File: config.mk
export PLATFORM = sky130hd
export DESIGN_NAME = sram_rd_seq
export DESIGN_NICKNAME = d
export VERILOG_FILES = /design/src/rtl/sram_rd_pkg.sv /design/src/rtl/sram_rd_decode.sv /design/src/rtl/sram_rd_fsm.sv /design/src/rtl/sram_rd_drive.sv /design/src/rtl/sram_rd_seq.sv
export SDC_FILE = /design/constraint.sdc
export NUM_CORES = 1
export LEC_CHECK = 0
export BUFFER_PORTS_ARGS = -buffer_cell sky130_fd_sc_hd__buf_2
export CAP_MARGIN = 10
export CORE_MARGIN = 2
export CORE_UTILIZATION = 45
export DETAILED_ROUTE_END_ITERATION = 10
export PLACE_DENSITY = 0.95
export SYNTH_ARGS = -nofsm -noshare
export SYNTH_HDL_FRONTEND = slang
export SYNTH_SLANG_ARGS = --single-unit
File: constraint.sdc
create_clock -name clk -period 2.23 [get_ports clk]
set_input_delay 0.223 -clock clk [delete_from_list [all_inputs] [get_ports clk]]
set_output_delay 0.223 -clock clk [all_outputs]
set_load 0.02 [all_outputs]
File: src/rtl/sram_rd_pkg.sv
package sram_rd_pkg;
  typedef enum logic [2:0] {
    ST_IDLE  = 3'd0,
    ST_HALFB = 3'd1,
    ST_TURN1 = 3'd2,
    ST_TURN2 = 3'd3,
    ST_DATA  = 3'd4,
    ST_ACK   = 3'd5,
    ST_ADDR  = 3'd6,
    ST_REL   = 3'd7
  } seq_st_t;

  localparam int TAG_LSB = 19;
  localparam int ID_LSB  = 21;
  localparam logic [1:0] TAG_SRAM = 2'b10;
endpackage

File: src/rtl/sram_rd_decode.sv
module sram_rd_decode #(
  parameter int DQ_W = 68,
  parameter int ID_W = 5,
  parameter int OP_W = 2,
  parameter logic [OP_W-1:0] READ_OP = 2'b01
) (
  input  logic            cmd_valid,
  input  logic [OP_W-1:0] cmd_op,
  input  logic [DQ_W-1:0] dq_in,
  input  logic [ID_W-1:0] dev_id,
  output logic            half_ok,
  output logic            id_hit
);
  import sram_rd_pkg::*;

  logic [1:0]      tag;
  logic [ID_W-1:0] id_fld;

  always_comb begin
    tag     = dq_in[TAG_LSB +: 2];
    id_fld  = dq_in[ID_LSB +: ID_W];
    half_ok = cmd_valid && (cmd_op == READ_OP) && (tag == TAG_SRAM);
    id_hit  = (id_fld == dev_id);
  end
endmodule

File: src/rtl/sram_rd_fsm.sv
module sram_rd_fsm (
  input  logic                   clk,
  input  logic                   rst,
  input  logic                   half_ok,
  input  logic                   id_hit,
  output sram_rd_pkg::seq_st_t   st_nxt,
  output logic                   load_a
);
  import sram_rd_pkg::*;

  seq_st_t st;

  always_comb begin
    st_nxt = st;
    unique case (st)
      ST_IDLE:  if (half_ok && id_hit) st_nxt = ST_HALFB;
      ST_HALFB: st_nxt = half_ok ? ST_TURN1 : ST_IDLE;
      ST_TURN1: st_nxt = ST_TURN2;
      ST_TURN2: st_nxt = ST_DATA;
      ST_DATA:  st_nxt = ST_ACK;
      ST_ACK:   st_nxt = ST_ADDR;
      ST_ADDR:  st_nxt = ST_REL;
      ST_REL:   st_nxt = ST_IDLE;
      default:  st_nxt = ST_IDLE;
    endcase
    load_a = (st == ST_IDLE) && (st_nxt == ST_HALFB);
  end

  always_ff @(posedge clk) begin
    if (rst) st <= ST_IDLE;
    else     st <= st_nxt;
  end
endmodule

File: src/rtl/sram_rd_drive.sv
module sram_rd_drive #(
  parameter int DQ_W   = 68,
  parameter int SADR_W = 22,
  parameter int HI_W   = 3
) (
  input  logic                 clk,
  input  logic                 rst,
  input  sram_rd_pkg::seq_st_t st_nxt,
  input  logic                 load_a,
  input  logic [HI_W-1:0]      cmd_hi,
  input  logic [DQ_W-1:0]      dq_in,
  input  logic [DQ_W-1:0]      rsp_data,
  output logic [DQ_W-1:0]      dq_out,
  output logic                 dq_oe,
  output logic                 ack_out,
  output logic                 ack_oe,
  output logic [SADR_W-1:0]    sadr,
  output logic                 sadr_oe,
  output logic                 ce_n,
  output logic                 we_n,
  output logic                 ale_n,
  output logic                 strobe_oe
);
  import sram_rd_pkg::*;

  localparam int LO_W = SADR_W - HI_W;

  logic [SADR_W-1:0] addr_q;
  logic              nx_data, nx_ack, nx_addr;

  always_comb begin
    nx_data = (st_nxt == ST_DATA) || (st_nxt == ST_ACK) || (st_nxt == ST_ADDR);
    nx_ack  = (st_nxt == ST_ACK) || (st_nxt == ST_ADDR) || (st_nxt == ST_REL);
    nx_addr = (st_nxt == ST_ADDR);
  end

  always_ff @(posedge clk) begin
    if (rst) addr_q <= '0;
    else if (load_a) addr_q <= {cmd_hi, dq_in[LO_W-1:0]};
  end

  always_ff @(posedge clk) begin
    if (rst) begin
      dq_out    <= '0;
      dq_oe     <= 1'b0;
      ack_out   <= 1'b0;
      ack_oe    <= 1'b0;
      sadr      <= '0;
      sadr_oe   <= 1'b0;
      ce_n      <= 1'b1;
      we_n      <= 1'b1;
      ale_n     <= 1'b1;
      strobe_oe <= 1'b0;
    end else begin
      dq_out    <= nx_data ? rsp_data : '0;
      dq_oe     <= nx_data;
      ack_out   <= nx_addr;
      ack_oe    <= nx_ack;
      sadr      <= nx_addr ? addr_q : '0;
      sadr_oe   <= nx_addr;
      ce_n      <= !nx_addr;
      we_n      <= 1'b1;
      ale_n     <= !nx_addr;
      strobe_oe <= nx_addr;
    end
  end
endmodule

File: src/rtl/sram_rd_seq.sv
module sram_rd_seq #(
  parameter int DQ_W   = 68,
  parameter int ID_W   = 5,
  parameter int OP_W   = 2,
  parameter int SADR_W = 22,
  parameter int HI_W   = 3,
  parameter logic [OP_W-1:0] READ_OP = 2'b01
) (
  input  logic              clk,
  input  logic              rst,
  input  logic [ID_W-1:0]   dev_id,
  input  logic              cmd_valid,
  input  logic [OP_W-1:0]   cmd_op,
  input  logic [HI_W-1:0]   cmd_hi,
  input  logic [DQ_W-1:0]   dq_in,
  input  logic [DQ_W-1:0]   rsp_data,
  output logic [DQ_W-1:0]   dq_out,
  output logic              dq_oe,
  output logic              ack_out,
  output logic              ack_oe,
  output logic [SADR_W-1:0] sadr,
  output logic              sadr_oe,
  output logic              ce_n,
  output logic              we_n,
  output logic              ale_n,
  output logic              strobe_oe
);
  import sram_rd_pkg::*;

  logic    half_ok, id_hit, load_a;
  seq_st_t st_nxt;

  sram_rd_decode #(.DQ_W(DQ_W), .ID_W(ID_W), .OP_W(OP_W), .READ_OP(READ_OP)) u_dec (
    .cmd_valid(cmd_valid), .cmd_op(cmd_op), .dq_in(dq_in), .dev_id(dev_id),
    .half_ok(half_ok), .id_hit(id_hit)
  );

  sram_rd_fsm u_fsm (
    .clk(clk), .rst(rst), .half_ok(half_ok), .id_hit(id_hit),
    .st_nxt(st_nxt), .load_a(load_a)
  );

  sram_rd_drive #(.DQ_W(DQ_W), .SADR_W(SADR_W), .HI_W(HI_W)) u_drv (
    .clk(clk), .rst(rst), .st_nxt(st_nxt), .load_a(load_a),
    .cmd_hi(cmd_hi), .dq_in(dq_in), .rsp_data(rsp_data),
    .dq_out(dq_out), .dq_oe(dq_oe), .ack_out(ack_out), .ack_oe(ack_oe),
    .sadr(sadr), .sadr_oe(sadr_oe), .ce_n(ce_n), .we_n(we_n), .ale_n(ale_n),
    .strobe_oe(strobe_oe)
  );
endmodule

Yosys cells after proc, flatten, opt, wreduce, memory -nomap -nowiden:

Cells that the tools add are included.

* input port bits: 149
* bits in read-only memories: 0
* memories kept: 0
* register bits: 119
* logic and storage cells: 40
* bits in latches: 0
* RAM bits: 0
* output and inout port bits: 98

* $add $sub $neg: 0
* multiply operators: 0
* shift operators: 0
* reduce and logical (&&, ||, !) cells: 12
* bitwise operators: 2
* order comparisons: 0
* eq/ne operators: 15
* divide/modulo/power cells: 0
* mux-type cells: 3

Operator list (count)
* $eq A3 B3 Y1 const B: 8
* $pmux W3 S8: 1
* $eq A3 B1 Y1 const B: 2
* $eq A3 B2 Y1 const B: 2
* $eq A5 B5 Y1: 1
* $logic_and A1 B1 Y1: 4
* $logic_or A1 B1 Y1: 4
* $reduce_or A2 Y1: 2
* $logic_not A3 Y1: 1
* $mux W3: 1
* $eq A2 B1 Y1 const B: 1
* $eq A2 B2 Y1 const B: 1
* $mux W2: 1
* $not A1 Y1: 2
* $logic_not A1 Y1: 1

Depth between registers and ports, before layout:

* word-level depth: 11
* mapped depth: 6
* mapped depth without buffers: 4

By module:

Synthesis repeated with hierarchy kept, for this count alone.

* cell total of the unflattened synthesis: 310
* area, all modules: 4067.7 um^2

By module, submodules not included
* sram_rd_drive: area each 3863.7 um^2, times used 1, cells an instance 285, sequential area each 2322.2 um^2
* sram_rd_fsm: area each 132.6 um^2, times used 1, cells an instance 16, sequential area each 60.1 um^2
* sram_rd_decode: area each 71.3 um^2, times used 1, cells an instance 9, sequential area each 0.0 um^2

Worst setup path after synthesis:

No wires, ideal clock.

* path kind: input port to flip-flop
* start: input port cmd_op[1]
* end: register u_drv.addr_q[10]
* required time: 2.110 ns
* stages: 5
* setup time: 0.120 ns
* buffers on the path: 1
* path slack: 0.755 ns
* data arrival time: 1.355 ns
* cell sequence: or3b_4 -> nor4_4 -> nand4_4 -> buf_6 -> mux2i_1

* word-level cells in the longest chain between the ends: 8
* elaborated cells between the ends (all ways): 9
* classes of those cells: 2 x eq/ne; 3 x mux; 4 x reduce/logical

Ends and longest elaborated chain
* start: declaration: line sram_rd_seq.sv:13 `input logic [OP_W-1:0] cmd_op,`
* $eq A2 B1 Y1 (*): line sram_rd_decode.sv:22 `half_ok = cmd_valid && (cmd_op == READ_OP) && (tag == TAG_SRAM);`
* $logic_and A1 B1 Y1 (*) (2 in a row): line sram_rd_decode.sv:22
* $logic_and A1 B1 Y1: line sram_rd_fsm.sv:16 `ST_IDLE: if (half_ok && id_hit) st_nxt = ST_HALFB;`
* $mux W3: line sram_rd_fsm.sv:16
* $pmux W3 S8 (*): line sram_rd_fsm.sv:15 `unique case (st)`
* $eq A3 B1 Y1 (*): line sram_rd_fsm.sv:26 `load_a = (st == ST_IDLE) && (st_nxt == ST_HALFB);`
* $logic_and A1 B1 Y1 (*): line sram_rd_fsm.sv:26
* end signal: assignment: line sram_rd_drive.sv:39 `else if (load_a) addr_q <= {cmd_hi, dq_in[LO_W-1:0]};`
* end: declaration: line sram_rd_drive.sv:28 `logic [SADR_W-1:0] addr_q;`

Every way passes the cells marked *; elsewhere a longest branch is shown, timed or not.
A chain may end at the register's enable or synchronous reset.

Worst setup path after layout:

* start: register u_fsm.st[1]
* end: register u_drv.dq_out[51]

* word-level cells in the longest chain between the ends: 7
* elaborated cells between the ends (all ways): 17
* classes of those cells: 10 x eq/ne; 2 x mux; 1 x bitwise; 4 x reduce/logical

Ends and longest elaborated chain
* start: declaration: line sram_rd_fsm.sv:11 `seq_st_t st;`
* start signal: assignment: line sram_rd_fsm.sv:31 `else st <= st_nxt;`
* $eq A3 B3 Y1 (tied with other cells): line sram_rd_fsm.sv:15
* $pmux W3 S8 (*): line sram_rd_fsm.sv:15
* $eq A3 B3 Y1: line sram_rd_drive.sv:32 `nx_data = (st_nxt == ST_DATA) || (st_nxt == ST_ACK) || (st_nxt == ST_ADDR);`
* $logic_or A1 B1 Y1: line sram_rd_drive.sv:32
* $logic_or A1 B1 Y1 (*): line sram_rd_drive.sv:32
* $not A1 Y1 (no source line) (*)
* $reduce_or A2 Y1 (no source line) (*)
* end signal: assignment: line sram_rd_drive.sv:55 `dq_out <= nx_data ? rsp_data : '0;`
* end: declaration: line sram_rd_drive.sv:13 `output logic [DQ_W-1:0] dq_out,`

Marks and branches as above.

==> impl_metrics.json <==
{
  "dp_slack_ns": 0.487,
  "r2r_slack_ns": 0.52,
  "row_count": 33,
  "nets": 767,
  "power_leakage_nw": 3.23,
  "place_hpwl_um": 6130,
  "max_freq_mhz": 584,
  "die_x_um": 95.4,
  "finalClockSkew_ns": 0.0148,
  "synth_nets": 472,
  "crit_path_start": "u_fsm.st[1]$_SDFF_PP0_",
  "htree_levels": 4,
  "hold_buffers": 89,
  "drive_gt1_share_pct": 38.5,
  "placed_area_um2": 4830,
  "grt_pass1_wl_um": 16900,
  "crit_buf_inv": 1,
  "critical_path.endpoint": "u_drv.dq_out[51]$_SDFF_PP0_",
  "min_from": "rst",
  "ys_ff_latch": 119,
  "yosysTopAreaCell": "dfxtp_1",
  "critPathMaxFanout": 69,
  "critPathArrivalTime_ns": 2.15,
  "fin_ws_ns": 0.518,
  "status": "finished, final reports clean",
  "start_util_pct": 46.2,
  "period_needed_ns": 1.71,
  "first_global_vias": 3392,
  "r2r_start": "u_fsm.st[1]$_SDFF_PP0_",
  "grt_max_degree": 70,
  "cp-end-kind": "flop",
  "root_buffer": "clkbuf_8",
  "die_area_um2": 9100,
  "clkSlewWorstSetupHoldPaths_ns": 0.06,
  "wl_per_cell_um": 15.7,
  "placedCellCount": 615,
  "yosysWarnings": 0,
  "worst_r2r_endpoint": "u_drv.dq_out[51]$_SDFF_PP0_",
  "gr-usage-all-layers_pct": 25.2,
  "r2r_cells": 5,
  "swShare_pct": 22.0,
  "cp.required_ns": 2.67,
  "critPathKind": "reg -> reg",
  "p_seq_share_pct": 40.9,
  "powerDensity_nw_per_um2": 821,
  "final_hold_viol_count": 0,
  "postCtsSetupRepairBufs": 0,
  "areaGrowthSynthToFinish_pct": 68.6,
  "detail-route-antenna-nets": 0,
  "syn-cell-area_um2": 3760,
  "cts_buffers": 17,
  "gp_congestion": 0.746,
  "final_area_um2": 6330,
  "port_buffers": 203,
  "slowest_delay_ns": 0.44,
  "post-route-util_pct": 77.9,
  "setup_violations": 0,
  "synth_cells": 323,
  "ys_types": 25,
  "yosysTopAreaCellShare_pct": 63.4,
  "p_int_w": 0.00406,
  "pwr-share-clk_pct": 53.9,
  "cts_tree": "built",
  "drv_cap": 0,
  "drt-total-wl_um": 11600,
  "overflow": 0,
  "die_h_um": 95.4,
  "timing_max_transition_violations_final": 0,
  "peakVddDrop_uv": 526,
  "initialDrtViolationCount": 98,
  "start_kind": "flop",
  "via_per_inst": 4.49,
  "period_share_pct": 76.8,
  "slew_headroom_pct": 66.7,
  "vias": 3308,
  "worstPathCellList": "nand2_1 -> or2_1 -> a21oi_4 -> buf_4 -> and2_1",
  "cts.repair.resized": 0,
  "critical_path_depth": 5,
  "drc_errors": 0,
  "switchingPower_w": 0.00115,
  "syn_avg_cell_area_um2": 11.6,
  "rsz0062_at_grt": "false",
  "cts_max_path_buffers": 2,
  "worstMarginPinSlew_ns": 0.500,
  "dr.pass1.iters": 4,
  "critPathSlowestCell": "buf_4",
  "cts_sinks": 119,
  "boundaryPins": 247,
  "fin_setup_tns_ns": 0,
  "antenna_found_initial": 0,
  "hold_class": "in -> reg",
  "synthTopCellsByArea": "dfxtp_1, and2_1, nand2b_1",
  "crit_family": "simple AND/OR/NAND/NOR gates",
  "comb_power_share_pct": 5.2,
  "core_um2": 8130,
  "final_cell_count_no_fill": 737,
  "ys_seq_area_share_pct": 63.4,
  "insertion_delay_ns": 0.51
}
## kinds of logic (layout without fill, tap and decap cells)
| family | after synthesis | in the layout | share of synthesized area (%) |
|---|---|---|---|
| flops | 119 | 119 | 63.4 |
| mux | 22 | 22 | 5.86 |
| xor+xnor | 5 | 5 | 1.17 |
| other cells | 1 | 2 | 0.0998 |
| simple gates | 150 | 150 | 25.6 |
| compound gates | 5 | 5 | 0.866 |
| buf+inv | 21 | 329 | 2.96 |
## placed cells by master, fill, tap and decap left out, types with 2 or more instances in the layout
cell,count
a21oi_1,2
nor2_1,2
and2_1,90
bufinv_16,3
dfxtp_1,119
nand2_1,3
buf_4,4
dlygate4sd3_1,89
inv_6,7
nor3_1,2
xor2_1,4
clkbuf_16,16
mux2i_1,22
and3b_1,2
clkinv_4,2
buf_2,203
nand2b_1,46
## routing by layer
metal	vias to the layer above	track usage (%)	share of wire, %
li1	1599	-	-
met1	1536	26.3	38
met2	146	46.3	53
met3	27	6.72	5.7
met4	0	12.4	2.8
met5	-	0	0
## synth_stat cells (all sizes together)
| library cell | n |
|---|---|
| nand2b | 46 |
| nor2 | 2 |
| nand2 | 3 |
| nor2b | 1 |
| dfxtp | 119 |
| mux2i | 22 |
| or3b | 1 |
| and2 | 90 |
| inv | 1 |
| or2 | 1 |
| a21oi | 3 |
| xnor2 | 1 |
| nor4 | 1 |
| nor3 | 2 |
| a311oi | 1 |
| xor2 | 4 |
| clkbuf | 12 |
| and3b | 2 |
| nand4 | 1 |
| conb | 1 |
| o21ai | 1 |
| buf | 8 |
## power by group through the flow
stage	clock network, W	registers [W]	logic, W
6_report	0.00280	0.00213	0.000273
5_1_grt	0.00295	0.00213	0.000292
4_1_cts	0.00283	0.00213	0.000265
3_5_place_dp	0	0.00217	0.000141
3_3_place_gp	0	0.00217	0.000137
2_1_floorplan	0	0.00217	0.0000476
## worst min-delay path by stage
stage                                   endpoint  slack [ns]  cells after the start
finish                    u_fsm.st[2]$_SDFF_PP0_        0.04                      2
global route        u_drv.addr_q[8]$_SDFFE_PP0P_        0.02                      3
CTS                 u_drv.addr_q[8]$_SDFFE_PP0P_       0.004                      3
detailed placement   u_drv.dq_out[47]$_SDFF_PP0_        0.43                      2
global placement     u_drv.dq_out[16]$_SDFF_PP0_        0.42                      2
floorplan             u_drv.dq_out[0]$_SDFF_PP0_        0.34                      1
## area by class of cell
cell class	instances	area [µm²]
inverter	1	3.75
clock buffer	18	418
clock inverter	14	188
timing repair buffer	296	1940
sequential	119	2380
antenna	1	2.50
multi-input combinational	183	1270
fill	478	1800
tap	105	131
## per-stage QoR
stage / power, W / hold slack, ns
after floorplan: 0.00222 / 0.345
after global placement: 0.00231 / 0.423
after detailed placement: 0.00231 / 0.426
after CTS: 0.00522 / 0.00381
after global routing: 0.00537 / 0.0209
final: 0.00520 / 0.0376
## sequential cells by signal, indices dropped and copies added, names as in the netlist
register / cells
u_drv.ack_oe: 1
u_drv.ack_out: 1
u_drv.addr_q: 22
u_drv.ce_n: 1
u_drv.dq_oe: 1
u_drv.dq_out: 68
u_drv.sadr: 22
u_fsm.st: 3
No activity file was read; power rests on OpenSTA's default activity.
